$ cat src/rtl/ev_lazy_pkg.sv
package ev_lazy_pkg;

   // outcome of a mark request against the bad-flow table
   typedef enum logic [1:0] {
      MARK_IDLE  = 2'd0,
      MARK_ALLOC = 2'd1,
      MARK_DUP   = 2'd2,
      MARK_FULL  = 2'd3
   } mark_res_e;

   function automatic int unsigned idx_width(input int unsigned n);
      return (n > 1) ? $clog2(n) : 1;
   endfunction

endpackage

$ cat src/rtl/ev_ring_store.sv
module ev_ring_store #(
   parameter int unsigned DEPTH = 64,
   parameter int unsigned DW    = 32
) (
   input  logic          clk,
   input  logic          rst,
   input  logic          push,
   input  logic [DW-1:0] wr_data,
   output logic          full,
   output logic [DW-1:0] tail_data
);
   localparam int unsigned PTR_W  = ev_lazy_pkg::idx_width(DEPTH);
   localparam int unsigned LVL_W  = $clog2(DEPTH + 1);
   localparam bit          IS_POW2 = ((DEPTH & (DEPTH - 1)) == 0);

   logic [DW-1:0]    mem_q [DEPTH];
   logic [PTR_W-1:0] head_q, tail_q, head_nxt, tail_nxt;
   logic [LVL_W-1:0] level_q;

   generate
      if (IS_POW2) begin : g_wrap_pow2
         assign head_nxt = head_q + 1'b1;
         assign tail_nxt = tail_q + 1'b1;
      end else begin : g_wrap_cmp
         assign head_nxt = (head_q == PTR_W'(DEPTH - 1)) ? '0 : head_q + 1'b1;
         assign tail_nxt = (tail_q == PTR_W'(DEPTH - 1)) ? '0 : tail_q + 1'b1;
      end
   endgenerate

   assign full      = (level_q == LVL_W'(DEPTH));
   // combinational read: the evicted slot is seen before the write at the edge
   assign tail_data = mem_q[tail_q];

   always_ff @(posedge clk) begin
      if (push) mem_q[head_q] <= wr_data;
   end

   always_ff @(posedge clk) begin
      if (rst) begin
         head_q  <= '0;
         tail_q  <= '0;
         level_q <= '0;
      end else if (push) begin
         head_q <= head_nxt;
         if (full) tail_q  <= tail_nxt;
         else      level_q <= level_q + 1'b1;
      end
   end

endmodule

$ cat src/rtl/ev_bad_table.sv
module ev_bad_table #(
   parameter int unsigned N  = 8,
   parameter int unsigned FW = 16,
   parameter int unsigned CW = 8,
   localparam int unsigned IW = ev_lazy_pkg::idx_width(N)
) (
   input  logic          clk,
   input  logic          rst,
   input  logic          mark_valid,
   input  logic [FW-1:0] mark_flow,
   input  logic          pkt_valid,
   input  logic [FW-1:0] pkt_flow,
   input  logic [FW-1:0] chk_flow,
   output logic          chk_hit,
   input  logic [IW-1:0] stat_idx,
   output logic          stat_valid,
   output logic [FW-1:0] stat_flow,
   output logic [CW-1:0] stat_count,
   output logic          overflow
);
   import ev_lazy_pkg::*;

   logic [N-1:0]  vld_q;
   logic [FW-1:0] flow_q [N];
   logic [CW-1:0] cnt_q  [N];

   logic          mark_hit, free_found;
   logic [IW-1:0] free_idx;
   mark_res_e     mark_res;

   always_comb begin
      mark_hit   = 1'b0;
      chk_hit    = 1'b0;
      free_found = 1'b0;
      free_idx   = '0;
      for (int i = 0; i < int'(N); i++) begin
         if (vld_q[i] && flow_q[i] == mark_flow) mark_hit = 1'b1;
         if (vld_q[i] && flow_q[i] == chk_flow)  chk_hit  = 1'b1;
      end
      for (int i = int'(N) - 1; i >= 0; i--) begin
         if (!vld_q[i]) begin
            free_found = 1'b1;
            free_idx   = IW'(i);
         end
      end
      if (!mark_valid)     mark_res = MARK_IDLE;
      else if (mark_hit)   mark_res = MARK_DUP;
      else if (free_found) mark_res = MARK_ALLOC;
      else                 mark_res = MARK_FULL;
   end

   generate
      for (genvar g = 0; g < int'(N); g++) begin : g_entry
         logic pkt_match;
         assign pkt_match = pkt_valid && vld_q[g] && (flow_q[g] == pkt_flow);
         always_ff @(posedge clk) begin
            if (rst) begin
               vld_q[g]  <= 1'b0;
               flow_q[g] <= '0;
               cnt_q[g]  <= '0;
            end else if (mark_res == MARK_ALLOC && free_idx == IW'(g)) begin
               vld_q[g]  <= 1'b1;
               flow_q[g] <= mark_flow;
               cnt_q[g]  <= '0;
            end else if (pkt_match && cnt_q[g] != '1) begin
               cnt_q[g] <= cnt_q[g] + 1'b1;
            end
         end
      end
   endgenerate

   always_ff @(posedge clk) begin
      if (rst)                        overflow <= 1'b0;
      else if (mark_res == MARK_FULL) overflow <= 1'b1;
   end

   always_comb begin
      if (int'(stat_idx) < int'(N)) begin
         stat_valid = vld_q[stat_idx];
         stat_flow  = flow_q[stat_idx];
         stat_count = cnt_q[stat_idx];
      end else begin
         stat_valid = 1'b0;
         stat_flow  = '0;
         stat_count = '0;
      end
   end

endmodule

$ cat src/rtl/ev_out_reg.sv
module ev_out_reg #(
   parameter int unsigned DW = 32
) (
   input  logic          clk,
   input  logic          rst,
   input  logic          load,
   input  logic [DW-1:0] load_data,
   input  logic          ready,
   output logic          valid,
   output logic [DW-1:0] data
);
   always_ff @(posedge clk) begin
      if (rst) begin
         valid <= 1'b0;
         data  <= '0;
      end else if (load) begin
         valid <= 1'b1;
         data  <= load_data;
      end else if (ready) begin
         valid <= 1'b0;
      end
   end
endmodule

$ cat src/rtl/ev_lazy_ring.sv
module ev_lazy_ring #(
   parameter int unsigned RING_DEPTH = 64,
   parameter int unsigned FLOW_W     = 16,
   parameter int unsigned TAG_W      = 16,
   parameter int unsigned BAD_SLOTS  = 8,
   parameter int unsigned SUSP_W     = 8,
   localparam int unsigned SIDX_W    = ev_lazy_pkg::idx_width(BAD_SLOTS)
) (
   input  logic              clk,
   input  logic              rst,
   input  logic              in_valid,
   input  logic [FLOW_W-1:0] in_flow,
   input  logic [TAG_W-1:0]  in_tag,
   output logic              in_ready,
   input  logic              mark_valid,
   input  logic [FLOW_W-1:0] mark_flow,
   output logic              mark_overflow,
   output logic              ev_valid,
   input  logic              ev_ready,
   output logic [FLOW_W-1:0] ev_flow,
   output logic [TAG_W-1:0]  ev_tag,
   input  logic [SIDX_W-1:0] stat_idx,
   output logic              stat_valid,
   output logic [FLOW_W-1:0] stat_flow,
   output logic [SUSP_W-1:0] stat_count
);
   localparam int unsigned DESC_W = FLOW_W + TAG_W;

   generate
      if (RING_DEPTH < 2)             begin : g_bad_depth $error("RING_DEPTH must be at least 2"); end
      if (BAD_SLOTS < 1)              begin : g_bad_slots $error("BAD_SLOTS must be at least 1"); end
      if (FLOW_W < 1 || TAG_W < 1)    begin : g_bad_width $error("FLOW_W and TAG_W must be positive"); end
      if (SUSP_W < 1)                 begin : g_bad_susp  $error("SUSP_W must be positive"); end
   endgenerate

   logic              accept, ring_full, evict, ev_load;
   logic [DESC_W-1:0] tail_desc, ev_desc;
   logic [FLOW_W-1:0] tail_flow;
   logic              tail_bad;

   // insertion pauses while undelivered evidence would be overwritten
   assign in_ready  = !ev_valid || ev_ready;
   assign accept    = in_valid && in_ready;
   assign evict     = accept && ring_full;
   assign tail_flow = tail_desc[DESC_W-1 -: FLOW_W];
   assign ev_load   = evict && tail_bad;

   ev_ring_store #(.DEPTH(RING_DEPTH), .DW(DESC_W)) ring_i (
      .clk       (clk),
      .rst       (rst),
      .push      (accept),
      .wr_data   ({in_flow, in_tag}),
      .full      (ring_full),
      .tail_data (tail_desc)
   );

   ev_bad_table #(.N(BAD_SLOTS), .FW(FLOW_W), .CW(SUSP_W)) table_i (
      .clk        (clk),
      .rst        (rst),
      .mark_valid (mark_valid),
      .mark_flow  (mark_flow),
      .pkt_valid  (accept),
      .pkt_flow   (in_flow),
      .chk_flow   (tail_flow),
      .chk_hit    (tail_bad),
      .stat_idx   (stat_idx),
      .stat_valid (stat_valid),
      .stat_flow  (stat_flow),
      .stat_count (stat_count),
      .overflow   (mark_overflow)
   );

   ev_out_reg #(.DW(DESC_W)) out_i (
      .clk       (clk),
      .rst       (rst),
      .load      (ev_load),
      .load_data (tail_desc),
      .ready     (ev_ready),
      .valid     (ev_valid),
      .data      (ev_desc)
   );

   assign ev_flow = ev_desc[DESC_W-1 -: FLOW_W];
   assign ev_tag  = ev_desc[TAG_W-1:0];

endmodule

$ cat config.mk
export PLATFORM = sky130hd
export DESIGN_NAME = ev_lazy_ring
export DESIGN_NICKNAME = d
export VERILOG_FILES = /design/src/rtl/ev_lazy_pkg.sv /design/src/rtl/ev_ring_store.sv /design/src/rtl/ev_bad_table.sv /design/src/rtl/ev_out_reg.sv /design/src/rtl/ev_lazy_ring.sv
export SDC_FILE = /design/constraint.sdc
export NUM_CORES = 2
export LEC_CHECK = 0
export ABC_AREA = 1
export BUFFER_PORTS_ARGS = -buffer_cell sky130_fd_sc_hd__clkbuf_2
export CORE_MARGIN = 1.5
export CORE_UTILIZATION = 30
export CTS_CLUSTER_SIZE = 12
export DETAILED_ROUTE_END_ITERATION = 10
export SLEW_MARGIN = 20
export SYNTH_ARGS = -nofsm -noshare
export SYNTH_HDL_FRONTEND = slang
export SYNTH_SLANG_ARGS = --single-unit
export TNS_END_PERCENT = 30
$ cat constraint.sdc
create_clock -name clk -period 4.7 [get_ports clk]
set_input_delay 0.705 -clock clk [delete_from_list [all_inputs] [get_ports clk]]
set_output_delay 0.705 -clock clk [all_outputs]
set_load 0.05 [all_outputs]
## Yosys cells after proc, flatten, opt, wreduce, memory -nomap -nowiden

Memories as Yosys holds them, arrays and structs flattened. A register that Yosys moved wholly into a read port is not among the register bits.
Cells that the tools add are included.

- $add $sub $neg: 11
- Order comparisons: 1
- Equal/unequal tests: 42
- Muxes and demuxes: 125
- Bitwise gates (word level): 25
- Reduce and logical (&&, ||, !) cells: 57

Operator list:

| kind | number |
|---|---|
| 16-bit equality test | 24 |
| 16-bit two-way mux | 8 |
| 8-bit two-way mux | 16 |
| 1-bit two-way mux | 87 |
| 8-bit by 1-bit adder with 8-bit output, second input constant | 8 |
| 8-bit != test, second input constant | 8 |
| 1-bit logical AND | 51 |
| 3-bit two-way mux | 8 |
| 1-bit bitwise OR | 24 |
| 6-bit by 1-bit adder with 6-bit output, second input constant | 2 |
| 3-bit equality test, second input constant | 4 |
| 6-bit two-way mux | 2 |
| 7-bit by 1-bit adder with 7-bit output, second input constant | 1 |
| 7-bit equality test, second input constant | 1 |
| 3-bit by 2-bit equality test with 1-bit output, second input constant | 2 |
| 2-bit two-way mux | 3 |
| 3-bit by 4-bit less-than comparator with 1-bit output, second input constant | 1 |
| 2-bit AND reduction | 2 |
| 1-bit binary-select mux with 3-bit select | 1 |
| 3-bit by 1-bit equality test with 1-bit output, second input constant | 1 |
| 3-bit zero test | 1 |
| 2-bit by 1-bit equality test with 1-bit output, second input constant | 1 |
| 2-bit equality test, second input constant | 1 |
| 2-bit nonzero test | 1 |
| other kinds (3) | 3 |

- Flip-flop bits (word level): 61
- Bits in writable memories: 2240
- Memories: 3

Memories:

| memory | words | bits a word | read ports | clocked after memory_dff | write ports | line | source |
|---|---|---|---|---|---|---|---|
| ring_i.mem_q | 64 | 32 | 1 | 1 | 1 | ev_ring_store.sv:16 | `logic [DW-1:0] mem_q [DEPTH];` |
| table_i.flow_q | 8 | 16 | 9 | 0 | 8 | ev_bad_table.sv:24 | `logic [FW-1:0] flow_q [N];` |
| table_i.cnt_q | 8 | 8 | 9 | 0 | 8 | ev_bad_table.sv:25 | `logic [CW-1:0] cnt_q [N];` |

## Longest topological paths before layout

- Word-level depth: 19
- Mapped depth: 27

## Modules after synthesis

A second synthesis with hierarchy kept.

- Cells, all modules: 8973
- Area total of the unflattened synthesis: 99227.7 um2

Modules (own cells, without submodules):

| module | instances | cells an instance | area an instance (um2) | seq. area each (um2) |
|---|---|---|---|---|
| ev_ring_store | 1 | 6879 | 83194.8 | 61999.5 |
| ev_bad_table | 1 | 1945 | 14850.5 | 5945.7 |
| ev_out_reg | 1 | 143 | 1152.4 | 660.6 |
| ev_lazy_ring | 1 | 6 | 30.0 | 0.0 |

## Worst setup path after synthesis

Ideal clock, no wire load.

- Kind: input port to flip-flop
- Start: in ev_ready
- End: mem ring_i.mem_q[55][0], enable pin
- Setup time: 461 ps
- Arrival time: 3857 ps
- Required time: 4239 ps
- Path slack: 382 ps
- Cell stages on the path: 5
- Cell sequence: inv_1 nand2_1 nand2_1 clkbuf_1 nor3_1

- Cells in the longest elaborated chain, start to end: 4

RTL lines:

| what | line | source |
|---|---|---|
| start, declared | ev_lazy_ring.sv:19 | `input logic ev_ready,` |
| 1-bit logical OR | ev_lazy_ring.sv:42 | `assign in_ready = !ev_valid \|\| ev_ready;` |
| named net in_ready | ev_lazy_ring.sv:14 | `output logic in_ready,` |
| 1-bit logical AND | ev_lazy_ring.sv:43 | `assign accept = in_valid && in_ready;` |
| 1-bit two-way mux | ev_ring_store.sv:35 | `if (push) mem_q[head_q] <= wr_data;` |
| 1-bit two-way mux (implied by the code) | ev_ring_store.sv:35 |  |
| end, declared | ev_ring_store.sv:16 |  |

The timed path passes the listed nets, and every way through them passes these cells.

==> metrics <==
DR WL/cell roughly 28 um; Final #Nets 8960; GRT overflow 0; final setup fails 0; Syn Inst Count 8673; Peak Freq approximately 220 MHz; Worst Tran Pin Value about 1.3 ns; Slew Limit Headroom 13.4%; Worst Skew about 0.13 ns; RSZ-0062 raised after global routing no; pwr dens around 370 nW/um^2; TritonCTS Buffers between 200 and 250; MaxCap Viol Count 0; Final Max Slew Viols 0; r2r endpoint out_i.data[15]$_SDFFE_PP0P_; initial core utilization between 30 and 40%; Cells on Worst Hold Path 3; Max clock buf depth 4; count of cell types in the netlist slightly below 50; Setup WS post-layout between 0.15 and 0.2 ns; Post-Route WL about 370 mm; setup TNS 0 ns; drt first pass iters 6; Layout area overhead 15.4%; HPWL Detailed between 200 and 250 mm; share of total power in sequential cells between 50% and 60%; Vias/cell approximately 5.5; asr flop ratio synth 0%; commonest non-fill, non-tap cell in the layout edfxtp_1; first-pass GRT wire length roughly 520 mm; critical path class reg2reg; Max Fanout on Critical Path slightly above 70; combinational power share between 4 and 5%; via count 73100; largest net degree at the start of global routing 175; sw frac between 20% and 30%; commonest cells after routing, fill and taps aside 2240 x edfxtp_1, 1536 x nand2_1, 1101 x nand3_1, 1094 x nor2_1, 782 x o21ai_0; cts repair resizes 0; clk root buf clkbuf_16; Placer Congestion approximately 1.0; Synth Flop Type edfxtp_1; status completed; Fillers 31700; post-route minimum period 4.52 ns; final instance area around 110000 um^2; Antenna Nets Post-Route 0; fin crit share between 90 and 100%; Die ar. around 330000 um^2; Fin. Hold Viols 0; Port Buffer Count around 120; vias in the first global route 68900; Worst Hold Path EP table_i.flow_q[6][2]$_SDFFCE_PN0P_; hold buffer count at CTS 0; Hold Crit Start mark_flow[2]; EDFF count, synth around 2200; Peak VDD IR between 0.3 and 0.4 mV; row count 209; Worst Path Arrival roughly 5.4 ns; R2R Setup Slk about 0.18 ns; Die Width 575 um; initial antenna violation count 20; Skew-Pair Late Insertion Delay between 0.9 and 1 ns; Placement Cell Area 107000 um^2; leakage 38.8 nW; 1st-iter DRT viols 9872; sequential share of the synthesized area a little over two thirds; syn_nets approximately 8700; synth warn 0; Hold Path Class in2reg; Internal between 30 and 40 mW; Yosys reg bits 2307; post-CTS setup buffers 0; pre-CTS setup slack 0.355 ns; crit end category register; GRT Util Overall a little over a fifth; Clk pwr share 41.1%; Die Ht ~580 um; I/O pins about 120; reg2reg path depth 21; share of layout cells above drive strength 1 around a tenth; area of the mapped netlist 98200 um^2; H-tree levels 4; P_sw roughly 9.3 mW; total power approximately 42 mW; Clock Sinks around 2300; Worst Setup Start Kind register; Clk pin slew, worst setup/hold paths about 0.060 ns; DRC viols 0; CTS tree yes; Req. time, crit path roughly 5.5 ns; core area approximately 320000 um^2; mean area per synthesized cell approximately 11 um^2
## final cells by class
type	count	area [um^2]	area share, %
diodes	8	20.0	0.0177
clock buffers	340	6350	5.61
clock inverters	39	417	0.368
inverters	283	1110	0.977
multi-input cells	5530	26500	23.4
flip-flops and latches	2307	68600	60.6
well taps	4325	5410	4.78
repair buffers	537	4900	4.32
## logic make-up (layout without fill, tap and decap cells)
group,Yosys count,count (layout),synth area share [%]
AOI/OAI and AO/OA,1460,1460,8.38
adders and majority gates,12,12,0.153
xor gates and xnor gates,108,108,0.963
buffers and inverters,836,1199,3.64
DFF,2307,2307,69.9
other,0,8,0
and+or+nand+nor,3950,3950,17.0
## worst max-delay path by stage
stage | start | to | slack (ns) | cells past startpoint
global placement | register | out_i.data[6]$_SDFFE_PP0P_ | 0.35 | 21
detailed placement | register | out_i.data[1]$_SDFFE_PP0P_ | 0.35 | 23
global route | register | out_i.data[1]$_SDFFE_PP0P_ | 0.10 | 23
finish | register | out_i.data[15]$_SDFFE_PP0P_ | 0.18 | 21
CTS | register | out_i.data[1]$_SDFFE_PP0P_ | 0.31 | 23
floorplan | ev_ready | ring_i.mem_q[55][0]$_DFFE_PP_ | 0.38 | 5
## registers in the layout, summed over array words and instances (netlist names), named ones only
name	flops
ring_i.tail_q	6
out_i.data	32
out_i.valid	1
table_i.flow_q	128
table_i.cnt_q	64
ring_i.mem_q	2048
table_i.overflow	1
ring_i.head_q	6
ring_i.level_q	7
table_i.vld_q	8
## power by group through the flow
stage / combinational, mW / sequential [mW] / clock [mW]
after floorplan: 0.730 / 23.2 / 0
final: 1.90 / 22.8 / 17.3
after detailed placement: 1.85 / 23.3 / 0
after CTS: 1.85 / 22.8 / 17.5
after global placement: 1.84 / 23.3 / 0
after global routing: 1.96 / 22.8 / 18.2
## per-stage QoR
stage / utilization (%) / hold slack (ns) / instances
after floorplan: - / 0.412 / 8673
after CTS: 34.9 / 0.196 / 13400
after global placement: 32.8 / 0.421 / 13000
final: 34.9 / 0.231 / 13400
after detailed placement: 32.8 / 0.427 / 13000
after global routing: 34.9 / 0.253 / 13400
## metal layers
metal  GRT usage [%]  vias up  wire length (um)
met2            33.1     4109            163000
met4            11.1       16             20700
met3            4.27      859             34400
li1                -    31600                 -
met1            29.1    36500            151000
met5               0        -               283
## synthesized netlist by cell type (13+ instances only)
master | n | area, um^2
a21oi_1 | 120 | 601
a221oi_1 | 50 | 438
a31oi_1 | 26 | 163
buf_1 | 33 | 124
buf_2 | 180 | 901
buf_4 | 26 | 195
buf_6 | 13 | 146
clkbuf_1 | 300 | 1130
dfxtp_1 | 67 | 1340
edfxtp_1 | 2240 | 67300
inv_1 | 268 | 1010
nand2_1 | 1536 | 5770
nand2_2 | 14 | 87.6
nand3_1 | 1101 | 5510
nand3_2 | 22 | 220
nand4_1 | 34 | 213
nor2_1 | 1156 | 4340
nor3_1 | 29 | 145
nor4_1 | 30 | 188
o21ai_0 | 783 | 3920
o22ai_1 | 423 | 2650
o32ai_1 | 18 | 158
xnor2_1 | 23 | 201
xor2_1 | 85 | 744
## worst max-delay path, cell delays in order (launching register included)
cell,delay (ns)
dfxtp_4,0.42
inv_16,0.31
buf_12,0.22
nand3_1,0.09
nand3_1,0.08
nand3_1,0.11
nand3_1,0.24
nand3_1,0.49
nand2_2,0.47
buf_4,0.25
xor2_1,0.19
nand2_1,0.07
nor2_1,0.17
nand3_1,0.19
nand2_1,0.12
nor2_1,0.05
nand2_2,0.10
nand2_4,0.09
buf_4,0.27
nand2_1,0.10
nand2_1,0.06
nor2_1,0.15
Note: power is estimated with default switching activity, not from simulation.
